===== config.mk =====
export PLATFORM = sky130hd
export DESIGN_NAME = cfg_xlat_top
export DESIGN_NICKNAME = d
export VERILOG_FILES = /design/src/rtl/cfg_xlat_pkg.sv /design/src/rtl/cfg_addr_xlat.sv /design/src/rtl/cfg_req_match.sv /design/src/rtl/cfg_xlat_top.sv
export SDC_FILE = /design/constraint.sdc
export NUM_CORES = 1
export LEC_CHECK = 0
export CORE_AREA = 2 2 140 142
export DETAILED_ROUTE_END_ITERATION = 6
export DIE_AREA = 0 0 142 144
export GPL_ROUTABILITY_DRIVEN = 1
export SLEW_MARGIN = 5
export SYNTH_ARGS = -nofsm -noshare
export SYNTH_HDL_FRONTEND = slang
export SYNTH_SLANG_ARGS = --single-unit

===== constraint.sdc =====
create_clock -name clk -period 6.1 [get_ports clk]
set_clock_uncertainty 0.15 [all_clocks]
set_input_delay 1.525 -clock clk [delete_from_list [all_inputs] [get_ports clk]]
set_output_delay 1.525 -clock clk [all_outputs]
set_load 0.005 [all_outputs]

===== src/rtl/cfg_xlat_pkg.sv =====
package cfg_xlat_pkg;
    localparam logic [3:0] CMD_CFG_RD  = 4'hA;
    localparam logic [3:0] CMD_CFG_WR  = 4'hB;
    localparam logic [3:0] CMD_SPECIAL = 4'h1;

    typedef enum logic [1:0] {
        RSP_RETRY  = 2'd0,
        RSP_DONE   = 2'd1,
        RSP_MABORT = 2'd2
    } rsp_code_e;

    typedef enum logic [1:0] {
        ST_IDLE = 2'd0,
        ST_FWD  = 2'd1,
        ST_HOLD = 2'd2
    } xlat_state_e;
endpackage


===== src/rtl/cfg_addr_xlat.sv =====
module cfg_addr_xlat
    import cfg_xlat_pkg::*;
#(
    parameter int IDSEL_N = 16
) (
    input  logic [15:0]        src_lo,
    input  logic [3:0]         src_cmd,
    output logic               is_type1,
    output logic [15:0]        xl_lo,
    output logic [IDSEL_N-1:0] xl_sel,
    output logic [3:0]         xl_cmd,
    output logic               xl_special,
    output logic               xl_nosel
);
    localparam int DEV_W = 5;
    localparam logic [DEV_W-1:0] DEV_BCAST = '1;

    logic [DEV_W-1:0] dev;
    assign dev = src_lo[15:11];

    assign is_type1 = (src_lo[1:0] == 2'b01) &&
                      ((src_cmd == CMD_CFG_RD) || (src_cmd == CMD_CFG_WR));

    assign xl_special = (dev == DEV_BCAST) && (src_lo[7:2] == 6'd0) &&
                        (src_cmd == CMD_CFG_WR);

    for (genvar g = 0; g < IDSEL_N; g++) begin : g_sel
        assign xl_sel[g] = (dev == DEV_W'(g));
    end

    assign xl_nosel = ~|xl_sel;
    assign xl_lo    = {5'd0, src_lo[10:2], 2'b00};
    assign xl_cmd   = xl_special ? CMD_SPECIAL : src_cmd;
endmodule


===== src/rtl/cfg_req_match.sv =====
module cfg_req_match #(
    parameter int ADDR_W = 32,
    parameter int BE_W   = 4
) (
    input  logic [ADDR_W-1:0] a_addr,
    input  logic [3:0]        a_cmd,
    input  logic [BE_W-1:0]   a_be,
    input  logic [ADDR_W-1:0] b_addr,
    input  logic [3:0]        b_cmd,
    input  logic [BE_W-1:0]   b_be,
    output logic              same
);
    assign same = (a_addr == b_addr) && (a_cmd == b_cmd) && (a_be == b_be);
endmodule


===== src/rtl/cfg_xlat_top.sv =====
module cfg_xlat_top
    import cfg_xlat_pkg::*;
#(
    parameter int ADDR_W  = 32,
    parameter int DATA_W  = 32,
    parameter int IDSEL_N = 16
) (
    input  logic               clk,
    input  logic               rst_n,
    input  logic               up_req,
    input  logic [ADDR_W-1:0]  up_addr,
    input  logic [3:0]         up_cmd,
    input  logic [3:0]         up_be,
    input  logic [DATA_W-1:0]  up_wdata,
    input  logic               up_last,
    output logic               rsp_valid,
    output logic [1:0]         rsp_code,
    output logic [DATA_W-1:0]  rsp_rdata,
    output logic               rsp_disc,
    output logic               burst_trunc,
    output logic               dn_req,
    output logic [ADDR_W-1:0]  dn_addr,
    output logic [3:0]         dn_cmd,
    output logic [3:0]         dn_be,
    output logic [DATA_W-1:0]  dn_wdata,
    output logic [IDSEL_N-1:0] dn_idsel,
    output logic               dn_special,
    input  logic               dn_ack,
    input  logic               dn_mabort,
    input  logic [DATA_W-1:0]  dn_rdata
);
    localparam int SEL_LSB = 16;
    localparam int UPPER_W = ADDR_W - SEL_LSB;

    xlat_state_e state, nxt;

    logic               is_type1, xl_special, xl_nosel, hit;
    logic [15:0]        xl_lo;
    logic [IDSEL_N-1:0] xl_sel;
    logic [3:0]         xl_cmd;
    logic [UPPER_W-1:0] xl_upper;

    logic [ADDR_W-1:0]  lat_addr;
    logic [3:0]         lat_cmd;
    logic               lat_nosel;
    logic [DATA_W-1:0]  cap_rdata;
    logic               cap_abort;
    logic               accept;

    cfg_addr_xlat #(.IDSEL_N(IDSEL_N)) u_xlat (
        .src_lo     (up_addr[15:0]),
        .src_cmd    (up_cmd),
        .is_type1   (is_type1),
        .xl_lo      (xl_lo),
        .xl_sel     (xl_sel),
        .xl_cmd     (xl_cmd),
        .xl_special (xl_special),
        .xl_nosel   (xl_nosel)
    );

    cfg_req_match #(.ADDR_W(ADDR_W), .BE_W(4)) u_match (
        .a_addr (lat_addr),
        .a_cmd  (lat_cmd),
        .a_be   (dn_be),
        .b_addr (up_addr),
        .b_cmd  (up_cmd),
        .b_be   (up_be),
        .same   (hit)
    );

    always_comb begin
        xl_upper = '0;
        xl_upper[IDSEL_N-1:0] = xl_sel;
    end

    assign accept   = up_req && is_type1;
    assign dn_req   = (state == ST_FWD);
    assign dn_idsel = dn_addr[SEL_LSB +: IDSEL_N];

    // state register
    always_ff @(posedge clk) begin
        if (!rst_n) state <= ST_IDLE;
        else        state <= nxt;
    end

    // transitions
    always_comb begin
        nxt = state;
        unique case (state)
            ST_IDLE: if (accept)        nxt = ST_FWD;
            ST_FWD:  if (dn_ack)        nxt = ST_HOLD;
            ST_HOLD: if (accept && hit) nxt = ST_IDLE;
            default:                    nxt = ST_IDLE;
        endcase
    end

    // outputs and latched request
    always_ff @(posedge clk) begin
        if (!rst_n) begin
            rsp_valid   <= 1'b0;
            rsp_code    <= RSP_RETRY;
            rsp_rdata   <= '0;
            rsp_disc    <= 1'b0;
            burst_trunc <= 1'b0;
            dn_addr     <= '0;
            dn_cmd      <= '0;
            dn_be       <= '0;
            dn_wdata    <= '0;
            dn_special  <= 1'b0;
            lat_addr    <= '0;
            lat_cmd     <= '0;
            lat_nosel   <= 1'b0;
            cap_rdata   <= '0;
            cap_abort   <= 1'b0;
        end else begin
            rsp_valid   <= accept;
            rsp_code    <= RSP_RETRY;
            rsp_rdata   <= '0;
            rsp_disc    <= 1'b0;
            burst_trunc <= 1'b0;
            unique case (state)
                ST_IDLE: begin
                    if (accept) begin
                        lat_addr   <= up_addr;
                        lat_cmd    <= up_cmd;
                        lat_nosel  <= xl_nosel && !xl_special;
                        dn_addr    <= {xl_upper, xl_lo};
                        dn_cmd     <= xl_cmd;
                        dn_be      <= up_be;
                        dn_wdata   <= up_wdata;
                        dn_special <= xl_special;
                    end
                end
                ST_FWD: begin
                    if (dn_ack) begin
                        cap_rdata <= dn_rdata;
                        cap_abort <= lat_nosel || dn_mabort;
                    end
                end
                ST_HOLD: begin
                    if (accept && hit) begin
                        rsp_code    <= cap_abort ? RSP_MABORT : RSP_DONE;
                        rsp_rdata   <= cap_rdata;
                        rsp_disc    <= !up_last;
                        burst_trunc <= !up_last;
                        dn_special  <= 1'b0;
                    end
                end
                default: ;
            endcase
        end
    end
endmodule


==> run summary <==
Run status
• finished clean — run status

Global route
• 16.8% — global routing usage summed across all routing layers
• 79 — maximum number of pins on one net before global-route repair
• 4,919 — number of global-route vias before repair
• 0 — number of antenna violations at the first check in global routing
• 26,700 um — global-route wire length before repair
• 0 — GRT overflow

Floorplanning
• 19,100 um2 — core area
• 144 um — floorplan die height
• 20,400 um2 — Total Die Area
• 237 — IO Count
• 142 um — Die Wd
• 51 — Row Count
• 34.3% — initial core utilization

CTS
• yes — TritonCTS clock tree
• 0 — post-CTS repair timing setup buffer count
• sky130_fd_sc_hd__clkbuf_16 — root cell of the clock tree
• 0.07 ns — clock transition at the registers of the reported paths
• 165 — Sink Count
• 17 — number of buffers created by CTS
• 2 — deepest clock path buffer count
• 0.43 ns — source-to-sink clock delay at the later pin of the worst-skew pair
• 0 — total of hold buffers inserted after clock tree synthesis
• 4 — Max H-tree Level
• 0 — Resized cells post-CTS

Cells and area
• sky130_fd_sc_hd__clkdlybuf4s50_1 — most frequent standard cell in the layout excluding fill and tap cells
• 9320 um2 — post-route cell area
• 4.85% — proportion of layout cells with a drive suffix above 1
• 1,855 — number of filler instances in the final layout
• 1,025 — Nets
• 1,166 — non-filler instance count after layout
• 42.5% — P&R area growth vs syn
• 228 x sky130_fd_sc_hd__clkdlybuf4s50_1, 206 x sky130_fd_sc_hd__nand2_1, 165 x sky130_fd_sc_hd__dfxtp_1 — most frequent cells in the layout
• 0 — total inserted antenna cells

Placed design
• 11,700 um — DPL Wire Length
• 229 — count of port buffers added during placement
• 8740 um2 — Post-DP Area
• 1,134 — Cells after DPL
• 0.761 — weighted congestion at the end of routability-driven global placement

Power
• 3.31 nW — cell leakage power
• 0.00227 W — Final Power
• 244 nW/um2 — Power Density
• 194 uV — Max IR drop VDD

Routing
• 4 — number of detailed-route iterations in the first pass
• 14.6 um — Wirelength per Cell
• 247 — Iteration-0 DRC Markers
• 0 — drc violations
• 0 — Detail Route Antenna Nets
• 4.53 — per-cell via count in the routed design
• 5,281 — vias
• 17,100 um — total wirelength of the detailed-routed design

Timing
• no — unrepaired setup endpoints after global routing
• 0 — final hold violation count
• 0.928 ns — Slew @ Worst Pin
• 0 ns — setup TNS
• 0.274 ns — WHS
• 0 — final setup violation count
• 62.1% — fin crit share
• 0 — max-slew violation count
• 3.79 ns — shortest period the worst path allows
• 38.1% — relative slew slack
• 264 MHz — peak clock frequency supported by timing

Worst setup path
• primary input to register — Setup CP Type
• 3.98 ns — signal arrival time at the worst endpoint
• register — endpoint kind of the worst setup timing path
• simple AND/OR/NAND/NOR gates — cell class contributing the biggest share of worst-path delay
• 47 — Critical Path Fanout Max
• primary input — critical path startpoint category
• sky130_fd_sc_hd__and3_2 — crit path max-delay cell type
• 2 — Bufs and invs on worst path
• clkdlybuf4s50_1 -> and3b_1 -> and3_2 -> buf_4 -> nand2_1 -> a21boi_0 — cell breakdown of the critical path
• 0.85 ns — slowest cell delay on critical path
• 6.29 ns — worst path required time

Min path
• register to register — type of the worst min-delay path

Logic synthesis
• 0 — number of warnings reported in the yosys synthesis log
• 737 — number of instances in the synthesized netlist
• 50.5% — share of synthesized area occupied by flip-flops and latches
• 35 — number of distinct library cell variants in the gate-level netlist after synthesis
• 8.87 um2 — average instance area after synthesis
• 165 — post-synthesis sequential element count
• 6540 um2 — Post-Synthesis Cell Area

Flow run
• 0 — Max Cap Viol

-- path summary, 6_finish.rpt --
path / startpoint / endpoint / slack, ns / cells past startpoint
setup / recovery: up_cmd[1] / dn_wdata[2] / 2.31 / 6
hold / removal: cap_abort / rsp_code[0] / 0.27 / 1
setup reg to reg: state[1] / dn_wdata[2] / 3.54 / 5
hold reg to reg: cap_abort / rsp_code[0] / 0.27 / 1
-- registers in the layout, indices dropped and copies added, names as in the netlist, 2 cells and up --
signal     flops
rsp_rdata     32
dn_wdata      32
dn_be          4
dn_cmd         4
cap_rdata     32
state          2
lat_cmd        4
rsp_code       2
lat_addr      32
dn_addr       16
-- cell families (layout without fill, tap and decap cells) --
| kind of cell | count (synthesis) | count (layout) | synth area share [%] |
|---|---|---|---|
| AO/OA/AOI/OAI | 128 | 128 | 14.1 |
| other | 1 | 7 | 0.0573 |
| flip-flops | 165 | 165 | 50.5 |
| XOR/XNOR | 40 | 40 | 5.36 |
| AND/OR/NAND/NOR | 320 | 320 | 22.7 |
| buffers and inverters | 83 | 268 | 7.29 |
-- cell type report --
class	count	area, um2	area share [%]
multi-input cells	495	2800	30.0
well taps	238	298	3.20
repair buffers	235	2330	25.1
clock buffers	17	425	4.56
flip-flops and latches	165	3300	35.4
inverters	1	3.75	0.0403
clock inverters	15	159	1.70
-- routing by layer --
| metal | vias up | GRT usage, % | wire length [um] |
|---|---|---|---|
| met2 | 155 | 25.3 | 7660 |
| met5 | - | 0 | 0 |
| met4 | 0 | 6.58 | 326 |
| met1 | 2387 | 22.0 | 7840 |
| met3 | 22 | 6.06 | 1230 |
| li1 | 2717 | - | - |
-- cell usage after synthesis --
master                     instances  area share, %
sky130_fd_sc_hd__nand2_1         206             12
sky130_fd_sc_hd__dfxtp_1         165             51
sky130_fd_sc_hd__a21boi_0        106             12
sky130_fd_sc_hd__xor2_1           40            5.4
sky130_fd_sc_hd__clkbuf_1         36            2.1
sky130_fd_sc_hd__and2_1           35            3.3
sky130_fd_sc_hd__buf_4            33            3.8
sky130_fd_sc_hd__a21oi_1          15            1.1
sky130_fd_sc_hd__nor2b_1          15            1.4
sky130_fd_sc_hd__nor4_1           14            1.3
sky130_fd_sc_hd__nor2_1           12           0.69
sky130_fd_sc_hd__nor3_1           10           0.77
sky130_fd_sc_hd__and3_1            5           0.48
sky130_fd_sc_hd__buf_1             5           0.29
sky130_fd_sc_hd__buf_6             5           0.86
sky130_fd_sc_hd__nand3_1           5           0.38
sky130_fd_sc_hd__buf_2             3           0.23
sky130_fd_sc_hd__nand4_1           3           0.29
sky130_fd_sc_hd__o21a_1            3           0.34
sky130_fd_sc_hd__and3b_1           2           0.27
sky130_fd_sc_hd__nand2b_1          2           0.19
sky130_fd_sc_hd__nor3b_1           2           0.23
sky130_fd_sc_hd__o21ai_0           2           0.15
sky130_fd_sc_hd__o311ai_0          2           0.27
sky130_fd_sc_hd__and4_1            1           0.13
sky130_fd_sc_hd__conb_1            1          0.057
sky130_fd_sc_hd__inv_1             1          0.057
sky130_fd_sc_hd__nand3b_1          1           0.11
sky130_fd_sc_hd__nand4_2           1           0.19
sky130_fd_sc_hd__nand4b_1          1           0.13
sky130_fd_sc_hd__nor4_2            1           0.19
sky130_fd_sc_hd__nor4_4            1           0.33
sky130_fd_sc_hd__nor4bb_1          1           0.15
sky130_fd_sc_hd__or3_1             1          0.096
sky130_fd_sc_hd__or3b_2            1           0.13
-- power breakdown --
part           switching (W)  internal [W]  leakage, nW
combinational      0.0000538     0.0000874         1.70
clock               0.000501      0.000548        0.281
sequential        0.00000262       0.00108         1.33
-- per-stage QoR --
stage,util (%),worst slack [ns]
after floorplan,-,2.95
after global placement,45.8,2.00
after detailed placement,45.8,1.90
after CTS,48.8,2.34
after global routing,48.8,2.15
final,48.8,2.31
Power figures use the tool's default switching activity.
